==> config.mk <==
export PLATFORM = sky130hd
export DESIGN_NAME = pwm_cull_ctrl
export DESIGN_NICKNAME = d
export VERILOG_FILES = /design/src/rtl/pwm_cull_pkg.sv /design/src/rtl/pwm_tri_counter.sv /design/src/rtl/pwm_cull_unit.sv /design/src/rtl/pwm_reload_bank.sv /design/src/rtl/pwm_cull_ctrl.sv
export SDC_FILE = /design/constraint.sdc
export NUM_CORES = 1
export LEC_CHECK = 0
export BUFFER_PORTS_ARGS = -buffer_cell sky130_fd_sc_hd__buf_4
export CAP_MARGIN = 20
export CORE_ASPECT_RATIO = 1.25
export CORE_MARGIN = 2
export CORE_UTILIZATION = 50
export CTS_BUF_LIST = sky130_fd_sc_hd__clkbuf_8
export DETAILED_ROUTE_END_ITERATION = 10
export GPL_TIMING_DRIVEN = 0
export HOLD_SLACK_MARGIN = 0.12
export PLACE_DENSITY = 0.75
export SLEW_MARGIN = 5
export SYNTH_ARGS = -nofsm -noshare
export SYNTH_HDL_FRONTEND = slang
export SYNTH_SLANG_ARGS = --single-unit
==> constraint.sdc <==
create_clock -name clk -period 2.6 [get_ports clk]
set_clock_uncertainty 0.1 [all_clocks]
set_input_delay 0.13 -clock clk [delete_from_list [all_inputs] [get_ports clk]]
set_output_delay 0.13 -clock clk [all_outputs]
set_load 0.01 [all_outputs]
==> src/rtl/pwm_cull_pkg.sv <==
// Shared types for the PWM interrupt culling controller.
// Assumes: nothing beyond IEEE 1800-2017 synthesizable types.
package pwm_cull_pkg;

    // Counting direction of the triangle counter.
    typedef enum logic {
        DIR_DOWN = 1'b0,
        DIR_UP   = 1'b1
    } dir_e;

    // Events the counter raises in the current cycle.
    typedef struct packed {
        logic peak;
        logic valley;
    } evt_t;

endpackage

==> src/rtl/pwm_tri_counter.sv <==
// Up/down triangle counter: climbs from 0 to period, falls back to 0, repeats.
// Raises a combinational peak or valley event in the cycle the turning value is held.
// Assumes: period may change at any time; a value at or above the period while
// rising is treated as the peak. A period of zero parks the counter at 0.
module pwm_tri_counter
    import pwm_cull_pkg::*;
#(
    parameter int CNT_W = 16
) (
    input  logic             clk,
    input  logic             rst_n,
    input  logic [CNT_W-1:0] period,
    output logic [CNT_W-1:0] cnt,
    output dir_e             dir,
    output evt_t             evt
);

    logic idle;

    // Event decode from the current count and direction.
    always_comb begin
        idle       = (period == '0);
        evt.peak   = !idle && (dir == DIR_UP) && (cnt >= period);
        evt.valley = !idle && (dir == DIR_DOWN) && (cnt == '0);
    end

    // Count and direction update; the direction turns at the peak and at the valley.
    always_ff @(posedge clk) begin
        if (!rst_n) begin
            cnt <= '0;
            dir <= DIR_UP;
        end else if (idle) begin
            cnt <= '0;
            dir <= DIR_UP;
        end else if (evt.peak) begin
            cnt <= cnt - 1'b1;
            dir <= DIR_DOWN;
        end else if (evt.valley) begin
            cnt <= cnt + 1'b1;
            dir <= DIR_UP;
        end else if (dir == DIR_UP) begin
            cnt <= cnt + 1'b1;
        end else begin
            cnt <= cnt - 1'b1;
        end
    end

endmodule

==> src/rtl/pwm_cull_unit.sv <==
// Interrupt thinning: a shared countdown suppresses enabled events and lets one
// through as a registered one-cycle pulse when it has run down to zero.
// Assumes: peak and valley events never occur in the same cycle.
module pwm_cull_unit
    import pwm_cull_pkg::*;
#(
    parameter int CULL_W = 5
) (
    input  logic              clk,
    input  logic              rst_n,
    input  evt_t              evt,
    input  logic              peak_ie,
    input  logic              valley_ie,
    input  logic [CULL_W-1:0] cull_n,
    output logic              fire,
    output logic              peak_irq,
    output logic              valley_irq
);

    logic [CULL_W-1:0] left_q;
    logic              peak_hit;
    logic              valley_hit;
    logic              any_hit;

    // Qualify events with their enables and decide whether this one passes.
    always_comb begin
        peak_hit   = evt.peak && peak_ie;
        valley_hit = evt.valley && valley_ie;
        any_hit    = peak_hit || valley_hit;
        fire       = any_hit && (left_q == '0);
    end

    // Countdown of events still to suppress, plus the registered pulses.
    always_ff @(posedge clk) begin
        if (!rst_n) begin
            left_q     <= '0;
            peak_irq   <= 1'b0;
            valley_irq <= 1'b0;
        end else begin
            peak_irq   <= peak_hit && fire;
            valley_irq <= valley_hit && fire;
            if (any_hit) begin
                left_q <= fire ? cull_n : left_q - 1'b1;
            end
        end
    end

endmodule

==> src/rtl/pwm_reload_bank.sv <==
// Compare registers with their active buffers. In immediate mode a write also
// lands in the buffer; in batch mode a write to the arming slot arms a transfer,
// and the next transfer point copies every slot into its buffer.
// Assumes: xfer_point is a single-cycle strobe from the event logic.
module pwm_reload_bank #(
    parameter int NUM_CMP = 4,
    parameter int DATA_W  = 16,
    parameter int ARM_IDX = 1,
    localparam int SEL_W  = (NUM_CMP > 1) ? $clog2(NUM_CMP) : 1
) (
    input  logic                      clk,
    input  logic                      rst_n,
    input  logic                      wr_en,
    input  logic [SEL_W-1:0]          wr_sel,
    input  logic [DATA_W-1:0]         wr_data,
    input  logic                      imm_mode,
    input  logic                      xfer_point,
    output logic [NUM_CMP*DATA_W-1:0] active
);

    logic pend_q;
    logic arm_wr;
    logic do_xfer;

    // Arming write and the actual transfer strobe.
    always_comb begin
        arm_wr  = wr_en && (wr_sel == SEL_W'(ARM_IDX));
        do_xfer = !imm_mode && pend_q && xfer_point;
    end

    // Armed flag: a new arming write wins over the clear done by a transfer.
    always_ff @(posedge clk) begin
        if (!rst_n) begin
            pend_q <= 1'b0;
        end else if (arm_wr) begin
            pend_q <= 1'b1;
        end else if (do_xfer) begin
            pend_q <= 1'b0;
        end
    end

    for (genvar i = 0; i < NUM_CMP; i++) begin : g_slot
        logic [DATA_W-1:0] cmp_q;
        logic [DATA_W-1:0] buf_q;
        logic              hit;

        // Write decode for this slot.
        always_comb hit = wr_en && (wr_sel == SEL_W'(i));

        // Compare register written by software.
        always_ff @(posedge clk) begin
            if (!rst_n) begin
                cmp_q <= '0;
            end else if (hit) begin
                cmp_q <= wr_data;
            end
        end

        // Active buffer: direct write in immediate mode, copy on transfer otherwise.
        always_ff @(posedge clk) begin
            if (!rst_n) begin
                buf_q <= '0;
            end else if (imm_mode) begin
                if (hit) begin
                    buf_q <= wr_data;
                end
            end else if (do_xfer) begin
                buf_q <= cmp_q;
            end
        end

        assign active[i*DATA_W +: DATA_W] = buf_q;
    end

endmodule

==> src/rtl/pwm_cull_ctrl.sv <==
// Top of the PWM interrupt culling controller: triangle counter, interrupt
// culling and compare reload. A nonzero cull count in batch mode forces
// transfers onto interrupt events only.
// Assumes: synchronous active-low reset; NUM_CMP >= 2 so slot 1 exists.
module pwm_cull_ctrl
    import pwm_cull_pkg::*;
#(
    parameter int CNT_W   = 16,
    parameter int DATA_W  = 16,
    parameter int NUM_CMP = 4,
    parameter int CULL_W  = 5,
    localparam int SEL_W  = (NUM_CMP > 1) ? $clog2(NUM_CMP) : 1
) (
    input  logic                      clk,
    input  logic                      rst_n,
    input  logic [CNT_W-1:0]          period_i,
    input  logic                      peak_ie_i,
    input  logic                      valley_ie_i,
    input  logic [CULL_W-1:0]         cull_n_i,
    input  logic                      xfer_cull_i,
    input  logic                      imm_mode_i,
    input  logic                      wr_en_i,
    input  logic [SEL_W-1:0]          wr_sel_i,
    input  logic [DATA_W-1:0]         wr_data_i,
    output logic [CNT_W-1:0]          cnt_o,
    output logic                      cnt_up_o,
    output logic                      peak_irq_o,
    output logic                      valley_irq_o,
    output logic [NUM_CMP*DATA_W-1:0] active_o
);

    dir_e dir;
    evt_t evt;
    logic fire;
    logic cull_xfer;
    logic xfer_point;

    pwm_tri_counter #(.CNT_W(CNT_W)) u_cnt (
        .clk    (clk),
        .rst_n  (rst_n),
        .period (period_i),
        .cnt    (cnt_o),
        .dir    (dir),
        .evt    (evt)
    );

    pwm_cull_unit #(.CULL_W(CULL_W)) u_cull (
        .clk        (clk),
        .rst_n      (rst_n),
        .evt        (evt),
        .peak_ie    (peak_ie_i),
        .valley_ie  (valley_ie_i),
        .cull_n     (cull_n_i),
        .fire       (fire),
        .peak_irq   (peak_irq_o),
        .valley_irq (valley_irq_o)
    );

    // Transfer point choice: interrupt events only when culling is asked for or forced.
    always_comb begin
        cull_xfer  = xfer_cull_i || (cull_n_i != '0);
        xfer_point = cull_xfer ? fire : (evt.peak || evt.valley);
        cnt_up_o   = (dir == DIR_UP);
    end

    pwm_reload_bank #(
        .NUM_CMP (NUM_CMP),
        .DATA_W  (DATA_W),
        .ARM_IDX (1)
    ) u_bank (
        .clk        (clk),
        .rst_n      (rst_n),
        .wr_en      (wr_en_i),
        .wr_sel     (wr_sel_i),
        .wr_data    (wr_data_i),
        .imm_mode   (imm_mode_i),
        .xfer_point (xfer_point),
        .active     (active_o)
    );

endmodule

==> results of run 1 <==
-- sequential cells by signal, indices dropped and copies added, names as in the netlist --
| signal | flops |
|---|---|
| u_bank.g_slot.cmp_q | 64 |
| u_cull.valley_irq | 1 |
| u_cnt.dir | 1 |
| u_cnt.cnt | 16 |
| u_bank.pend_q | 1 |
| u_bank.g_slot.buf_q | 64 |
| u_cull.peak_irq | 1 |
| u_cull.left_q | 5 |
-- timing repair --
item                                    CTS  global route
endpoints found under the setup margin   85            85
cloned                                    5             1
pin swaps                                 9            17
gates resized for setup                  69            62
endpoints found under the hold margin   139             0
hold buffers                             29             0
buffers inserted                         21            12
-- worst min-delay path, cell delays in order --
cell and delay [ns]:
clkbuf_1 0.25, nor2_1 0.22, nand2_1 0.10, a21oi_1 0.05
-- cell families (layout without fill, tap and decap cells) --
family	count (synthesis)	after routing	synth area share, %
AND/OR/NAND/NOR	405	405	25.91
AO/OA/AOI/OAI	187	187	19.94
flip-flops	153	153	44.02
buffers and inverters	93	302	6.294
adder cells (fa/ha/maj)	19	19	3.417
multiplexers	2	2	0.2877
XOR/XNOR	1	1	0.1259
-- cells in the mapped netlist, types with 4 or more instances --
cell      count  area, um2
nand3_1      14      70.07
nor3b_1      11      82.58
a211oi_1      5      37.54
o21ai_0      16      80.08
a21oi_1      84      420.4
or4_1         6      45.04
nor2_1      144      540.5
or2_2         5      31.28
inv_1        26      97.59
dfxtp_1     153       3063
nand2_1     158      593.1
ha_1         19      237.7
clkbuf_1     35      131.4
nor4_1       11      68.82
buf_6         7      78.83
buf_4         4      30.03
or3_1         4      25.02
o221a_2      62      698.2
nor3_1       22      110.1
o21ai_1       4      20.02
clkbuf_2     16      80.08
-- path summary, 6_finish.rpt --
path / from / to / slack [ns] / cells past startpoint
max: u_cnt.cnt[8] / u_bank.g_slot[1].buf_q[15] / -0.13 / 10
min: wr_sel_i[0] / u_bank.g_slot[2].cmp_q[2] / 0.23 / 4
max reg2reg: u_cnt.cnt[8] / u_bank.g_slot[1].buf_q[15] / -0.13 / 10
min reg2reg: u_cnt.cnt[0] / u_cnt.cnt[0] / 0.34 / 1
-- power by group --
group / leakage, nW / internal [mW] / switching (mW) / total, mW
sequential: 1.25 / 2.47 / 0.128 / 2.59
combinational: 2.51 / 0.612 / 0.696 / 1.31
clock: 0.177 / 0.704 / 0.999 / 1.70
-- cell type report --
class	count	share of cell area, %
clock buffers	18	2.580
well taps	175	2.280
flip-flops and latches	153	32.34
clock inverters	14	1.199
multi-input cells	614	40.79
repair buffers	178	15.52
inverters	27	1.056
plain buffers	65	4.235
-- metrics by stage --
| step | TNS [ns] | power [mW] | cells |
|---|---|---|---|
| 2_1_floorplan | 0 | 3.251 | 860 |
| 3_3_place_gp | -34.28 | 3.595 | 1145 |
| 3_5_place_dp | -35.80 | 3.614 | 1145 |
| 4_1_cts | -5.377 | 5.450 | 1231 |
| 5_1_grt | -10.83 | 5.836 | 1244 |
| 6_report | -6.852 | 5.605 | 1244 |
-- routing by layer --
layer  track usage [%]  share of wire (%)  wire length, um  vias to the layer above
met5                 0                  0                0                        -
met4             12.80                3.6              790                        0
met3             6.711                7.5             1666                       75
met2             52.02                 51            11260                      342
met1             33.52                 38             8384                     3391
li1                  -                  -                -                     3398
==> metrics.yaml, run 1 <==
overflow: 0
design_area_um2: 9602
worstPathArrival_ns: 2.99
yosysUniqueCellTypes: 55
ant_nets: 0
cp-end-kind: "flip-flop"
firstDrtPassIters: 6
die_h_um: 135.9
syn_area_per_cell_um2: 8.091
worst-path-buf-inv: 3
ff_latch_area_um2: 3105
final_common_cell: "nand2_1"
fin_util_pct: 70.12
setup_viol: 66
layout_setup_ws_ns: -0.1342
syn_inst: 860
die_w_um: 109.5
whs_ns: 0.2281
root_buffer: "clkbuf_8"
layout.nets: 1121
drive_gt1_share_pct: 31.90
clk_pin_slew_worst_paths_ns: 0.09
clock.fmax_ghz: 0.3657
critPathKind: "reg -> reg"
synth_flop_cell: "dfxtp_1"
status: "complete, but fails checks"
drc_errors: 0
worstPathRequired_ns: 2.85
seq_area_frac_synth_pct: 44.02
ir_worst_vdd_uv: 328.4
clock_sinks: 153
critPathTopFamily: "simple AND/OR/NAND/NOR gates"
violations: "setup timing"
fin_crit_ns: 2.734
via_count: 7206
antenna_found_initial: 0
rows: 48
power_leakage_nw: 3.938
ys_ff_latch: 153
gp_congestion: 0.8550
cts_tree: "done"
syn_to_final_growth_pct: 38.00
crit_path_start_kind: "flip-flop"
hold_path_class: "in -> reg"
path_cells: "or4_4 -> or2_4 -> nand4b_4 -> nor2_4 -> a21oi_4 -> buf_6 -> or2_4 -> buf_12 -> buf_12 -> o221a_2"
multi_input_area_um2: 3916
cap_violations: 0
cp_slowest_cell: "or4_4"
synth_nets: 925
dpl-instance-area_um2: 8014
powerDensity_nw_per_um2: 583.7
start_util_pct: 50.81
grt_max_degree: 17
ys_warn_count: 0
drt-vias-per-instance: 5.793
worst_skew_pair.late_latency_ns: 0.47
slew_violations: 0
final.period_utilization_pct: 105.2
ios: 129
numCtsBuffers: 17
worst_pin_slew_ns: 0.9665
pre_cts_ws_ns: -0.5715
io_buffers: 110
grt_usage_pct: 29.45
clockBufferDepth: 2
fill_cells: 1055
mostFrequentLayoutCells: "154 x nand2_1, 146 x buf_4, 144 x nor2_1"
die_area_um2: 14880
n_antenna_cell: 0
hold_viol_final: 0
core_area_um2: 13690
max_stage_delay_ns: 0.54
synthesis.area_um2: 6958
wire_per_inst_um: 17.77
drtIter0Drc: 571
cts-htree-levels: 4
worst-path-max-fanout: 10
rsz0062_at_grt: "true"
synth_edf_count: 0
slew-limit-headroom_pct: 35.43
grt_pass1_vias: 6765
ys_async_sr_fraction_pct: 0
grt_pass1_wl_um: 34030
hpwl_um: 14260
drt-total-wl_um: 22110
Power figures use the tool's default switching activity.
==> run 2: changes to the inputs <==
--- a/config.mk
+++ b/config.mk
@@ -15,6 +15,7 @@
 export GPL_TIMING_DRIVEN = 0
 export HOLD_SLACK_MARGIN = 0.12
 export PLACE_DENSITY = 0.75
+export REMOVE_ABC_BUFFERS = 1
 export SLEW_MARGIN = 5
 export SYNTH_ARGS = -nofsm -noshare
 export SYNTH_HDL_FRONTEND = slang
==> run 2 against run 1 <==
- critical path depth stayed put
- non-clock buffer count is 48 lower
- first-iteration DRC count is 10% higher
- critical endpoint is now u_bank.g_slot[0].buf_q[10]
- the run now ends clean
- highest routed layer unchanged
- largest cell class unchanged
==> metrics.yaml, run 2 (same netlist as run 1, synthesis figures left out) <==
ir_worst_vdd_uv: 394.2
grt_pass1_wl_um: 30130
mostFrequentLayoutCells: "155 x nand2_1, 146 x buf_4, 143 x nor2_1"
drc_errors: 0
worstPathArrival_ns: 2.83
n_antenna_cell: 0
setup_viol: 0
whs_ns: 0.2628
cts_tree: "done"
clockBufferDepth: 2
grt_pass1_vias: 5942
reg_top3: "u_bank.g_slot.buf_q (64), u_bank.g_slot.cmp_q (64), u_cnt.cnt (16)"
hpwl_um: 12320
cts-htree-levels: 4
clk_pin_slew_worst_paths_ns: 0.10
die_w_um: 109.5
rows: 48
reg2reg_from: "u_cnt.cnt[1]"
holdCritStartpoint: "wr_sel_i[1]"
worstPathRequired_ns: 2.85
die_area_um2: 14880
power_mw: 5.650
grt_usage_pct: 25.92
seq_power_share_pct: 46.0
drt-total-wl_um: 22560
pwr-share-clk_pct: 31.9
pre_cts_ws_ns: -0.7667
start_util_pct: 50.81
final.period_utilization_pct: 99.09
clock_sinks: 153
layout.nets: 1076
worst_pin_slew_ns: 0.8048
wire_per_inst_um: 18.82
ff2ff_path_depth: 10
root_buffer: "clkbuf_8"
die_h_um: 135.9
drt-vias-per-instance: 5.940
cap_violations: 0
critPathKind: "reg -> reg"
final_common_cell: "nand2_1"
fill_cells: 1024
worst-path-max-fanout: 5
p_int_mw: 3.842
holdPathStages: 6
slew-limit-headroom_pct: 46.22
core_area_um2: 13690
firstDrtPassIters: 6
layout_setup_ws_ns: 0.02372
ant_nets: 0
via_count: 7122
slew_violations: 0
drtIter0Drc: 628
final_cell_count_no_fill: 1199
ios: 129
setup_tns_ns: 0
antenna_found_initial: 0
clock.fmax_ghz: 0.3882
powerDensity_nw_per_um2: 588.3
dp.cells: 1102
regToRegSetupSlack_ns: 0.02
syn_to_final_growth_pct: 38.03
grt_max_degree: 69
rsz0062_at_grt: "true"
numCtsBuffers: 17
hold_viol_final: 0
crit_path_start_kind: "flip-flop"
worst_skew_pair.late_latency_ns: 0.45
reg2reg_to: "u_bank.g_slot[0].buf_q[10]"
status: "finished, final reports clean"
fin_crit_ns: 2.576
drive_gt1_share_pct: 31.15
cp-end-kind: "flip-flop"
io_buffers: 128
p_sw_share_pct: 32.00
gp_congestion: 0.8468
overflow: 0
power_leakage_nw: 3.901
p_sw_mw: 1.808
min_to: "u_bank.g_slot[2].cmp_q[0]"
combPwrFrac_pct: 22.1
hold_path_class: "in -> reg"
==> run 2: cell types whose count changed in the layout (fill, tap and decap cells not counted), moves of 4 or more <==
cell       delta
clkbuf_2     -16
clkbuf_16     +4
o221a_4      +12
clkbuf_1     -30
a21oi_2       -4
o221a_2      -12
a21oi_1       +4
==> run 2: timing repair <==
item,in CTS,in global routing
pin swaps,13,7
buffers inserted,14,7
hold buffers,29,2
endpoints found under the hold margin,138,1
gates resized for setup,54,59
endpoints found under the setup margin,84,76
cloned,1,11
==> run 2: worst max-delay path, stage by stage (launching register included) <==
cell	delay [ns]
dfxtp_4	0.37
ha_4	0.21
nor2b_1	0.13
o211a_1	0.25
o311ai_4	0.30
nand3_4	0.13
a21oi_4	0.25
buf_4	0.19
o21ai_4	0.09
buf_4	0.22
o221a_4	0.24
==> run 2: worst max-delay path by stage <==
stage / start / to / slack (ns) / cells past startpoint
after floorplan: u_cnt.cnt[1] / u_bank.g_slot[0].buf_q[0] / -0.78 / 8
after global placement: u_cnt.cnt[1] / u_bank.g_slot[0].buf_q[13] / -1.87 / 8
after detailed placement: u_cnt.cnt[13] / u_bank.g_slot[2].buf_q[7] / -0.77 / 8
after CTS: u_cnt.cnt[15] / u_cnt.cnt[15] / -0.0004 / 9
after global routing: wr_sel_i[0] / u_bank.g_slot[0].buf_q[8] / -0.1 / 8
final: u_cnt.cnt[1] / u_bank.g_slot[0].buf_q[10] / 0.02 / 10
==> run 2: through the flow <==
stage	util, %	instance area (um2)
final	70.14	9604
after global routing	70.14	9604
after global placement	56.97	7801
after CTS	65.36	8950
after floorplan	-	6621
after detailed placement	57.57	7883
==> run 2: layout make-up <==
cell class	count	area, um2	share of cell area (%)
Multi-Input combinational cell	617	4051	42.18
Sequential cell	153	3097	32.24
Timing Repair Buffer	195	1742	18.13
Clock buffer	17	234.0	2.436
Tap cell	175	219.0	2.280
Clock inverter	15	157.7	1.641
Inverter	27	103.9	1.081
==> run 2: per-layer routing <==
layer  track usage, %  part of all wire [%]
met3            5.513                   8.8
met5                0                     0
met1            32.86                    36
met2            43.31                    49
met4            9.072                   5.8
==> run 2: power groups by stage <==
| stage | Clock (mW) | Combinational, mW | Sequential (mW) |
|---|---|---|---|
| detailed placement | 0 | 0.961 | 2.63 |
| finish | 1.80 | 1.25 | 2.60 |
| global route | 1.91 | 1.36 | 2.61 |
| floorplan | 0 | 0.560 | 2.64 |
| CTS | 1.82 | 1.12 | 2.59 |
| global placement | 0 | 0.942 | 2.63 |
